`src/rtl/afmt_pkg.sv`:
```
package afmt_pkg;
  localparam int SAMPLE_W = 10;
  localparam int RESULT_W = 16;
  localparam int OSR_W    = 3;
  localparam int MAX_OSR  = (1 << OSR_W) - 1;
  localparam int FRAC_W   = RESULT_W - SAMPLE_W;
  localparam int ACC_W    = SAMPLE_W + MAX_OSR;

  typedef struct packed {
    logic [OSR_W-1:0] osr;
    logic             chop;
    logic             sign;
  } afmt_cfg_t;
endpackage

```
`src/rtl/afmt_corrector.sv`:
```
module afmt_corrector #(
  parameter int SAMPLE_W = 10
) (
  input  logic [SAMPLE_W-1:0] raw_i,
  input  logic                inv_i,
  input  logic                chop_i,
  input  logic                sign_i,
  output logic [SAMPLE_W-1:0] corr_o
);
  logic mirror;

  always_comb begin
    mirror = (chop_i & inv_i) ^ sign_i;
    corr_o = mirror ? ~raw_i : raw_i;
  end
endmodule

```
`src/rtl/afmt_accum.sv`:
```
module afmt_accum #(
  parameter int SAMPLE_W = 10,
  parameter int ACC_W    = 17
) (
  input  logic                clk,
  input  logic                rst_n,
  input  logic                clr_i,
  input  logic                add_en_i,
  input  logic [SAMPLE_W-1:0] addend_i,
  output logic [ACC_W-1:0]    sum_next_o
);
  logic [ACC_W-1:0] acc_q, acc_d;

  always_comb begin
    sum_next_o = acc_q + ACC_W'(addend_i);
    acc_d      = acc_q;
    if (clr_i)         acc_d = '0;
    else if (add_en_i) acc_d = sum_next_o;
  end

  always_ff @(posedge clk or negedge rst_n) begin
    if (!rst_n) acc_q <= '0;
    else        acc_q <= acc_d;
  end

  assert_clear_R2: assert property (@(posedge clk) disable iff (!rst_n)
    clr_i |=> (acc_q == '0));
endmodule

```
`src/rtl/afmt_formatter.sv`:
```
module afmt_formatter #(
  parameter int ACC_W    = 17,
  parameter int RESULT_W = 16,
  parameter int FRAC_W   = 6,
  parameter int OSR_W    = 3
) (
  input  logic                clk,
  input  logic                rst_n,
  input  logic                load_i,
  input  logic [ACC_W-1:0]    sum_i,
  input  logic [OSR_W-1:0]    osr_i,
  output logic [RESULT_W-1:0] result_o,
  output logic                done_o
);
  localparam int WIDE_W = ACC_W + FRAC_W;

  logic [WIDE_W-1:0]   wide;
  logic [RESULT_W-1:0] result_d, result_q;
  logic                done_d, done_q;
  logic [RESULT_W-1:0] low_mask;

  always_comb begin
    wide     = ({{FRAC_W{1'b0}}, sum_i} << FRAC_W) >> osr_i;
    result_d = load_i ? wide[RESULT_W-1:0] : result_q;
    done_d   = load_i;
    low_mask = '0;
    if (int'(osr_i) <= FRAC_W)
      low_mask = RESULT_W'((1 << (FRAC_W - int'(osr_i))) - 1);
  end

  always_ff @(posedge clk or negedge rst_n) begin
    if (!rst_n) begin
      result_q <= '0;
      done_q   <= 1'b0;
    end else begin
      result_q <= result_d;
      done_q   <= done_d;
    end
  end

  assign result_o = result_q;
  assign done_o   = done_q;

  assert_low_zero_R6: assert property (@(posedge clk) disable iff (!rst_n)
    done_q |-> ((result_q & low_mask) == '0));
endmodule

```
`src/rtl/osr_result_fmt.sv`:
```
module osr_result_fmt
  import afmt_pkg::*;
(
  input  logic                clk,
  input  logic                rst_n,
  input  logic                start_i,
  input  logic [OSR_W-1:0]    osr_code_i,
  input  logic                chop_en_i,
  input  logic                sign_inv_i,
  input  logic                smp_valid_i,
  input  logic [SAMPLE_W-1:0] smp_data_i,
  input  logic                smp_inv_i,
  input  logic                smp_last_i,
  output logic [RESULT_W-1:0] result_o,
  output logic                done_o
);
  logic             rst_s1, rst_s2;
  afmt_cfg_t        cfg_q, cfg_d;
  logic             accept, finish;
  logic [SAMPLE_W-1:0] corr;
  logic [ACC_W-1:0]    sum_next;

  always_ff @(posedge clk or negedge rst_n) begin
    if (!rst_n) begin
      rst_s1 <= 1'b0;
      rst_s2 <= 1'b0;
    end else begin
      rst_s1 <= 1'b1;
      rst_s2 <= rst_s1;
    end
  end

  always_comb begin
    accept = smp_valid_i & ~start_i;
    finish = accept & smp_last_i;
    cfg_d  = cfg_q;
    if (start_i) cfg_d = '{osr: osr_code_i, chop: chop_en_i, sign: sign_inv_i};
  end

  always_ff @(posedge clk or negedge rst_s2) begin
    if (!rst_s2) cfg_q <= '0;
    else         cfg_q <= cfg_d;
  end

  afmt_corrector #(.SAMPLE_W(SAMPLE_W)) u_corr (
    .raw_i (smp_data_i),
    .inv_i (smp_inv_i),
    .chop_i(cfg_q.chop),
    .sign_i(cfg_q.sign),
    .corr_o(corr)
  );

  afmt_accum #(.SAMPLE_W(SAMPLE_W), .ACC_W(ACC_W)) u_acc (
    .clk       (clk),
    .rst_n     (rst_s2),
    .clr_i     (start_i),
    .add_en_i  (accept),
    .addend_i  (corr),
    .sum_next_o(sum_next)
  );

  afmt_formatter #(.ACC_W(ACC_W), .RESULT_W(RESULT_W), .FRAC_W(FRAC_W), .OSR_W(OSR_W)) u_fmt (
    .clk     (clk),
    .rst_n   (rst_s2),
    .load_i  (finish),
    .sum_i   (sum_next),
    .osr_i   (cfg_q.osr),
    .result_o(result_o),
    .done_o  (done_o)
  );

  assert_passthru_R4: assert property (@(posedge clk) disable iff (!rst_s2)
    (accept && !(cfg_q.chop && smp_inv_i) && !cfg_q.sign) |-> (corr == smp_data_i));

  assert_done_cause_R8: assert property (@(posedge clk) disable iff (!rst_s2)
    done_o |-> $past(smp_valid_i && smp_last_i && !start_i));

  assert_hold_R9: assert property (@(posedge clk) disable iff (!rst_s2)
    !done_o |-> $stable(result_o));
endmodule

```
`config.mk`:
```
export PLATFORM = sky130hd
export DESIGN_NAME = osr_result_fmt
export DESIGN_NICKNAME = d
export VERILOG_FILES = /design/src/rtl/afmt_pkg.sv /design/src/rtl/afmt_corrector.sv /design/src/rtl/afmt_accum.sv /design/src/rtl/afmt_formatter.sv /design/src/rtl/osr_result_fmt.sv
export SDC_FILE = /design/constraint.sdc
export NUM_CORES = 1
export LEC_CHECK = 0
export CORE_UTILIZATION = 30
export CTS_CLUSTER_SIZE = 25
export DETAILED_ROUTE_END_ITERATION = 10
export GPL_TIMING_DRIVEN = 0
export PLACE_DENSITY = 0.55
export RECOVER_POWER = 100
export SLEW_MARGIN = 20
export SYNTH_ARGS = -nofsm -noshare
export SYNTH_HDL_FRONTEND = slang
export SYNTH_SLANG_ARGS = --single-unit
```
`constraint.sdc`:
```
create_clock -name clk -period 1.4 [get_ports clk]
set_input_delay 0.42 -clock clk [delete_from_list [all_inputs] [get_ports clk]]
set_output_delay 0.42 -clock clk [all_outputs]
set_load 0.05 [all_outputs]
```
# Word level (Yosys, flattened, before mapping)
# Index checks and enable logic that the tools add are counted.
# W data, S select, Z words.
# totals
in_bits	21
output_inout_bits	17
regBits	41
wordCells	20
# op_classes
n_mux	3
reduce_logical	1
n_addsub	1
n_shift	1
bitwise	6
# op_table
cell	count
$mux W17	2
$shr A23 B3 Y16	1
$add A17 B10 Y17	1
$mux W10	1
$not A10 Y10	1
$and A1 B1 Y1	3
$reduce_bool A2 Y1	1
$not A1 Y1	1
$xor A1 B1 Y1	1

# Logic depth before layout (Yosys ltp)
# Gate-level depths: netlist of the first run.
# depth
depth_word	6
mapped_depth	14
ltp_nobuf	13

# By module
# A second synthesis of the first run with hierarchy kept.
# hier_totals
hier_cells	305
area_unflattened_um2	3096.7
# by_module_without_submodules
mod	seq_area_each_um2	cells_each	n_inst	area_per_inst_um2
afmt_accum	425.4	156	1	1428.9
afmt_formatter	425.4	110	1	1183.6
osr_result_fmt	175.2	16	1	284.0
afmt_corrector	0.0	23	1	200.2

# Least setup slack after synthesis of the first run
# Ideal clock, no wire load.
# synth_timing
kind	input port to flip-flop
start	input smp_inv_i
end	register u_fmt.result_q[11] (netlist: u_fmt.result_o[11])
path_stages	14
setup_time_ns	0.126
t_required_ns	1.274
slack_ns	-2.198
t_arrival_ns	3.472
path_buffers	1
path_cell_list	nand2_1 > xor2_1 > xnor2_1 > ha_1 > fa_1 > a21oi_1 > o21ai_0 > a211oi_2 > buf_2 > a21oi_1 > a211oi_1 > o22a_1 > nor2_1 > a221o_1
# synth_between
elab_chain_cells	5
# synth_lines
item	line	rtl
from (decl)	osr_result_fmt.sv:12	input logic smp_inv_i,
$and A1 B1 Y1	afmt_corrector.sv:13	mirror = (chop_i & inv_i) ^ sign_i;
$xor A1 B1 Y1	afmt_corrector.sv:13	
$mux W10	afmt_corrector.sv:14	corr_o = mirror ? ~raw_i : raw_i;
$add A17 B10 Y17	afmt_accum.sv:15	sum_next_o = acc_q + ACC_W'(addend_i);
$shr A23 B3 Y16	afmt_formatter.sv:23	wide = ({{FRAC_W{1'b0}}, sum_i} << FRAC_W) >> osr_i;
to (signal assigned)	afmt_formatter.sv:36	result_q <= result_d;
to (decl)	afmt_formatter.sv:18	logic [RESULT_W-1:0] result_d, result_q;
# No other way between the ends.
# A chain may end at the register's enable or synchronous reset.

# Worst setup path in the final report of the first run
# layout_timing
start	register cfg_q[1] (netlist name)
end	register u_fmt.result_q[9] (netlist: u_fmt.result_o[9])
# layout_between
elab_chain_cells	5
# layout_lines
item	line	rtl
from (decl)	osr_result_fmt.sv:18	afmt_cfg_t cfg_q, cfg_d;
from (signal assigned)	osr_result_fmt.sv:42	else cfg_q <= cfg_d;
$and A1 B1 Y1	afmt_corrector.sv:13	
$xor A1 B1 Y1	afmt_corrector.sv:13	
$mux W10	afmt_corrector.sv:14	
$add A17 B10 Y17	afmt_accum.sv:15	
$shr A23 B3 Y16	afmt_formatter.sv:23	
# No other way between the ends.

==> results of run 1 <==
## cell families after synthesis
logic type | Yosys count | synth area share [%]
simple gates | 97 | 15.4
compound gates | 64 | 15.3
flops | 41 | 35.7
mux | 37 | 14.1
xor+xnor | 33 | 10.3
buf+inv | 26 | 4.00
fa+ha+maj | 11 | 5.05
other cells | 1 | 0.130
## power by group through the flow
stage / Combinational, mW / Sequential, mW / Clock [mW]
floorplan: 2.44 / 2.34 / 0
global placement: 4.15 / 1.71 / 0
detailed placement: 4.19 / 1.71 / 0
CTS: 5.37 / 1.70 / 0.783
global route: 6.92 / 1.77 / 0.844
finish: 6.48 / 1.72 / 0.759
## what timing repair did
action	4_1_cts	5_1_grt
setup endpoints to repair	52	36
pin swaps	31	37
hold buffers	0	0
gates resized for setup	149	55
buffers inserted	29	17
## worst min path at each step
stage / startpoint / end / slack [ps] / cells after the start
CTS: rst_s2 / u_fmt.result_o[13] / 220 / 0
finish: rst_s2 / u_fmt.result_o[13] / 270 / 0
detailed placement: rst_s2 / u_fmt.result_o[13] / 210 / 0
global placement: rst_s1 / rst_s2 / 340 / 0
global route: rst_n / rst_s2 / 340 / 1
floorplan: rst_n / rst_s1 / 120 / 0
## layer usage
| layer | track usage, % | part of all wire, % | vias to the layer above |
|---|---|---|---|
| met5 | 0 | 0 | - |
| met4 | 5.77 | 2.3 | 0 |
| met3 | 2.99 | 4.0 | 19 |
| met2 | 27.3 | 49 | 74 |
| met1 | 21.4 | 45 | 1270 |
| li1 | - | - | 1260 |
## worst max-delay path, delay by kind of cell, from the launching register on
kind	cells	cell delay [ps]
AOI/OAI and AO/OA	4	840
xor gates and xnor gates	3	430
adders and majority gates	1	320
buffers and inverters	1	170
DFF	1	410
muxes	2	700
and+or+nand+nor	1	100
## state kept, by name, summed over array words and instances, names as in the netlist
| signal | count |
|---|---|
| cfg_q | 5 |
| rst_s1 | 1 |
| rst_s2 | 1 |
| u_acc.acc_q | 17 |
| u_fmt.done_o | 1 |
| u_fmt.result_o | 16 |
## layout make-up
cell class	count	area, µm²	share of cell area [%]
sequential	41	1030	23.6
buffer	19	121	2.79
clock inverter	2	10.0	0.230
multi-input combinational	243	2270	52.2
inverter	6	22.5	0.517
clock buffer	6	72.6	1.67
tap	129	161	3.71
timing repair buffer	81	666	15.3
## through the flow
step | setup TNS (ps) | utilization [%]
floorplan | -36620 | -
finish | -41870 | 46.9
detailed placement | -68390 | 37.3
CTS | -40190 | 42.9
global placement | -83560 | 37.0
global route | -46530 | 46.9
## cells in the final DEF, fill, tap and decap left out, types with 5 or more instances in the layout
cell type,count
clkbuf_1,7
mux2_2,5
ha_4,6
dfrtp_1,39
clkbuf_2,15
xnor2_4,5
xor2_1,6
inv_1,5
clkdlybuf4s50_1,14
nor2_1,31
buf_4,32
buf_6,16
xnor2_1,7
nand3_1,5
nand2_1,26
o21ai_1,8
clkbuf_8,7
xnor2_2,10
mux2i_1,26
buf_2,8
a21oi_2,9
a21oi_1,6
==> impl_metrics.env, run 1 <==
export IMPL_status="complete, but fails checks"
export IMPL_violations="negative setup slack"
export IMPL_max_cap_violations=0
export IMPL_fin_cells=527
export IMPL_wl_per_cell_um=15.5
export IMPL_num_rows=35
export IMPL_cts_tree="built"
export IMPL_cts_buffer_depth=2
export IMPL_worstReg2RegStart="cfg_q[1]"
export IMPL_yosys_cell_types_count=54
export IMPL_layout_drive_gt1_share_pct=42.7
export IMPL_antenna_left=0
export IMPL_arrival_ps=3260
export IMPL_place_gp_congestion=0.840
export IMPL_crit_end="u_fmt.result_o[9]"
export IMPL_gr_total_overflow=0
export IMPL_preCtsSetupSlack_ps=-2520
export IMPL_cts_buffers=5
export IMPL_worst_r2r_setup_slack_ps=-1700
export IMPL_area_delta_synth_final_pct=51.5
export IMPL_crit_type="reg -> reg"
export IMPL_rsz0062_at_grt="yes"
export IMPL_power_density_nw_per_um2=2060
export IMPL_ctsRootBufferMaster="clkbuf_8"
export IMPL_core_area_um2=9280
export IMPL_antennaDiodeCount=0
export IMPL_drt_first_iter_violations=114
export IMPL_holdCritPathClass="reg -> async"
export IMPL_seq_power_share_pct=19.2
export IMPL_fillerInstances=895
export IMPL_io_pins=38
export IMPL_async_flop_share_pct=100
export IMPL_port_buffers=35
export IMPL_p_int_mw=4.86
export IMPL_slew_viol_final=0
export IMPL_crit_path_end_kind="register"
export IMPL_ys_flop_type="dfrtp_1"
export IMPL_htree_levels=2
export IMPL_worst_skew_pair_late_latency_ps=290
export IMPL_die_h_um=99.9
export IMPL_finalPower_mw=8.96
export IMPL_antenna_found_initial=0
export IMPL_syn_nets=342
export IMPL_max_slew_margin_rel_pct=56.2
export IMPL_grt_max_degree=25
export IMPL_synth_avg_cell_area_um2=9.28
export IMPL_fin_ws_ps=-1700
export IMPL_crit_chain="nand2_4, xor2_4, buf_6, xnor2_2, ha_1, a21o_1, a21o_1, a221oi_4, xnor2_2, mux4_2, mux2i_1, o21ai_1"
export IMPL_crit_start="cfg_q[1]"
export IMPL_clk_pin_slew_ps=80
export IMPL_yosysWarningCount=0
export IMPL_synth_most_common_cell="dfrtp_1"
export IMPL_holdWs_ps=272
export IMPL_p_comb_share_pct=72.3
export IMPL_numPlacedInstances=475
export IMPL_dieArea_um2=9980
export IMPL_fin_crit_sh_pct=221
export IMPL_fmaxAchievable_ghz=0.323
export IMPL_cts_sinks=41
export IMPL_vias=2623
export IMPL_synth_seq_cells=41
export IMPL_power_leakage_nw=1.91
export IMPL_worst_path_max_delay_cell="mux4_2"
export IMPL_grt_pass1_vias=2628
export IMPL_start_util_pct=31.0
export IMPL_setup_violations=33
export IMPL_postSynthCellCount=310
export IMPL_worstPathMaxFanout=6
export IMPL_final_hold_violation_count=0
export IMPL_slowest_delay_ps=530
export IMPL_r2r_cells=12
export IMPL_synth_yosys_seq_area_share_pct=35.7
export IMPL_required_ps=1570
export IMPL_drt_total_wl_um=8180
export IMPL_worst_pin_slew_ps=657
export IMPL_syn_area_um2=2880
export IMPL_drc=0
export IMPL_ir_worst_vdd_mv=0.716
export IMPL_power_switching_mw=4.09
export IMPL_fin_crit_ps=3100
export IMPL_clockPowerShare_pct=8.5
export IMPL_final_cell_area_um2=4360
export IMPL_fin_nets=429
export IMPL_hpwl_um=5450
export IMPL_cp_start_kind="register"
export IMPL_fp_dieW_um=99.9
export IMPL_vias_per_cell=4.98
export IMPL_grt_first_pass_wirelength_um=13100
export IMPL_placed_cell_area_um2=3460
export IMPL_skew_ps=4.37
export IMPL_switching_share_pct=45.7
export IMPL_synth_top_area_share_pct=35.7
export IMPL_yosysTopAreaCell="dfrtp_1"
export IMPL_synth_area_leaders="dfrtp_1 36%, mux2i_1 9.4%, xnor2_1 6.7%, nor2_1 4.6%, ha_1 4.4%"
export IMPL_dr_pass1_iters=4
export IMPL_track_usage_pct=16.4
export IMPL_synth_edf_count=0
export IMPL_rr_endpoint="u_fmt.result_o[9]"
export IMPL_synth_commonest_cells="41 x dfrtp_1, 35 x nor2_1, 31 x nand2_1"
Note: power is estimated with default switching activity, not from simulation.
==> inputs of run 2 (changes only) <==
--- a/config.mk
+++ b/config.mk
@@ -9,9 +9,10 @@
 export CTS_CLUSTER_SIZE = 25
 export DETAILED_ROUTE_END_ITERATION = 10
 export GPL_TIMING_DRIVEN = 0
-export PLACE_DENSITY = 0.55
+export PLACE_DENSITY = 0.54
 export RECOVER_POWER = 100
 export SLEW_MARGIN = 20
 export SYNTH_ARGS = -nofsm -noshare
 export SYNTH_HDL_FRONTEND = slang
+export SYNTH_HIERARCHICAL = 1
 export SYNTH_SLANG_ARGS = --single-unit
==> impl_metrics.env, run 2 <==
export IMPL_status="complete, but fails checks"
export IMPL_violations="negative setup slack"
export IMPL_cts_tree="built"
export IMPL_cts_buffers=5
export IMPL_core_area_um2=9910
export IMPL_crit_type="reg -> reg"
export IMPL_syn_nets=337
export IMPL_slowest_delay_ps=410
export IMPL_crit_top_cell="buf_8"
export IMPL_crit_family="compound AO/OA/AOI/OAI gates"
export IMPL_regMostFlops="u_acc/acc_q"
export IMPL_antenna_found_initial=0
export IMPL_synth_top_area_share_pct=33.1
export IMPL_setup_violations=33
export IMPL_num_rows=36
export IMPL_fmaxAchievable_ghz=0.322
export IMPL_crit_chain="buf_8, buf_8, xnor2_4, xnor2_2, ha_2, a21o_1, a31o_4, o211ai_4, nand2_1, xor2_2, mux2i_4, a22oi_1, a31o_2"
export IMPL_async_flop_share_pct=100
export IMPL_worst_path_max_delay_cell="dfrtp_1"
export IMPL_power_density_nw_per_um2=1420
export IMPL_drt_first_iter_violations=63
export IMPL_synth_compound_area_share_pct=17.1
export IMPL_synth_edf_count=0
export IMPL_slew_viol_final=0
export IMPL_holdCritPathClass="reg -> async"
export IMPL_required_ps=1590
export IMPL_synth_avg_cell_area_um2=10.2
export IMPL_clk_pin_slew_ps=90
export IMPL_yosysTopAreaCell="dfrtp_1"
export IMPL_dieArea_um2=10700
export IMPL_fin_util_pct=44.8
export IMPL_max_slew_margin_rel_pct=53.2
export IMPL_yosysWarningCount=6
export IMPL_final_hold_violation_count=0
export IMPL_arrival_ps=3300
export IMPL_synthXorXnorAreaFrac_pct=10.5
export IMPL_synth_fa_ha_area_share_pct=4.69
export IMPL_synth_yosys_seq_area_share_pct=33.1
export IMPL_crit_path_end_kind="register"
export IMPL_dr_pass1_iters=4
export IMPL_port_buffers=37
export IMPL_fin_nets=420
export IMPL_path_buf_inv=2
export IMPL_drt_total_wl_um=7860
export IMPL_fin_crit_sh_pct=222
export IMPL_antenna_left=0
export IMPL_final_cell_mix="41 x dfrtp_1, 29 x buf_4, 23 x nor2_1"
export IMPL_worst_skew_pair_late_latency_ps=300
export IMPL_grt_first_pass_wirelength_um=13100
export IMPL_ys_flop_type="dfrtp_1"
export IMPL_power_leakage_nw=1.89
export IMPL_io_pins=38
export IMPL_synth_commonest_cells="41 x dfrtp_1, 32 x xnor2_1, 28 x nor2_1"
export IMPL_htree_levels=2
export IMPL_ctsRootBufferMaster="clkbuf_8"
export IMPL_syn_area_um2=3100
export IMPL_gr_total_overflow=0
export IMPL_synth_top_family_by_area="compound AO/OA/AOI/OAI gates"
export IMPL_die_h_um=104
export IMPL_track_usage_pct=14.9
export IMPL_setup_tns_ps=-43810
export IMPL_hpwl_um=5290
export IMPL_cp_start_kind="register"
export IMPL_worst_pin_slew_ps=702
export IMPL_postSynthCellCount=305
export IMPL_rsz0062_at_grt="yes"
export IMPL_area_delta_synth_final_pct=43.4
export IMPL_fin_crit_ps=3110
export IMPL_fp_dieW_um=104
export IMPL_antennaDiodeCount=0
export IMPL_vias=2566
export IMPL_synth_mux_area_share_pct=14.2
export IMPL_synth_area_leaders="dfrtp_1 33%, xnor2_1 9.1%, mux2i_1 6.8%, a22oi_1 4.8%, ha_1 4.0%"
export IMPL_wl_per_cell_um=15.1
export IMPL_synth_simple_area_share_pct=14.4
export IMPL_synth_most_common_cell="dfrtp_1"
export IMPL_fin_ws_ps=-1710
export IMPL_final_common_cell="dfrtp_1"
export IMPL_worstPathMaxFanout=5
export IMPL_synth_seq_cells=41
export IMPL_vias_per_cell=4.92
export IMPL_cts_buffer_depth=2
export IMPL_largest_reg_flops=17
export IMPL_cts_sinks=41
export IMPL_start_util_pct=31.2
export IMPL_skew_ps=7.72
export IMPL_layout_drive_gt1_share_pct=44.2
export IMPL_grt_pass1_vias=2651
export IMPL_yosys_cell_types_count=55
export IMPL_ir_worst_vdd_mv=0.583
export IMPL_place_gp_congestion=0.808
export IMPL_max_cap_violations=0
export IMPL_holdWs_ps=152
export IMPL_drc=0
export IMPL_grt_max_degree=32
## run 2: cell count changes in the layout (fill, tap and decap cells not counted), moves of 10 or more
cell	delta
mux2i_1	-13
a31o_2	+10
xnor2_1	+11
nand2_1	-15
nor2b_1	+14
a22oi_1	+17
## run 2: stage by stage
stage	std cells	power (mW)	instance area, µm²	worst slack (ps)
after floorplan	305	3.67	3160	-1600
after global placement	475	4.39	3690	-2340
after detailed placement	476	4.42	3720	-2350
after CTS	515	5.97	4230	-1750
after global routing	522	6.71	4440	-1860
final	522	6.32	4440	-1710
## run 2: logic make-up (layout without fill, tap and decap cells)
| group | Yosys count | count (layout) |
|---|---|---|
| flops | 41 | 41 |
| xor+xnor | 37 | 37 |
| mux | 36 | 36 |
| simple gates | 85 | 85 |
| buf+inv | 30 | 114 |
| other cells | 1 | 1 |
| fa+ha+maj | 11 | 11 |
| compound gates | 64 | 64 |
## run 2: metal layers
metal	vias up	GRT usage (%)	share of wire, %
met4	0	4.24	0.84
met5	-	0	0
met1	1260	19.3	46
li1	1258	-	-
met3	7	2.39	2.9
met2	41	25.6	50
## run 2: worst register-to-register path: cells and delay by family (launching register included)
family,cells,cell delay [ps]
buffers and inverters,2,290
AOI/OAI and AO/OA,5,1130
and+or+nand+nor,1,150
adders and majority gates,1,300
xor gates and xnor gates,3,500
muxes,1,230
DFF,1,410
## run 2: power by group
group / switching, mW / internal [mW]
Clock: 0.441 / 0.580
Combinational: 2.12 / 1.68
Sequential: 0.107 / 1.38
## run 2: final timing paths
| check | from | end | slack (ps) | cells after the start |
|---|---|---|---|---|
| min | rst_s2 | u_acc/acc_q[9] | 150 | 0 |
| min in group clk | rst_s1 | rst_s2 | 360 | 0 |
| max in group asynchronous | rst_s2 | u_acc/acc_q[16] | 230 | 1 |
| max | cfg_q[0] | u_fmt/result_o[7] | -1710 | 13 |
| min reg2reg | rst_s2 | u_acc/acc_q[9] | 150 | 0 |
| max reg2reg | cfg_q[0] | u_fmt/result_o[7] | -1710 | 13 |
## run 2: what timing repair did
| item | 4_1_cts | 5_1_grt |
|---|---|---|
| pin swaps | 21 | 20 |
| resized for setup | 144 | 36 |
| setup buffers | 32 | 11 |
| endpoints found under the setup margin | 50 | 33 |
| hold buffers | 0 | 0 |
## run 2: final cells by class
class	count	area (µm²)
Multi-Input combinational cell	234	2290
Buffer	19	168
Timing Repair Buffer	77	632
Clock buffer	6	82.6
Inverter	10	37.5
Clock inverter	2	37.5
Sequential cell	41	1030
Fill cell	959	5470
Tap cell	133	166
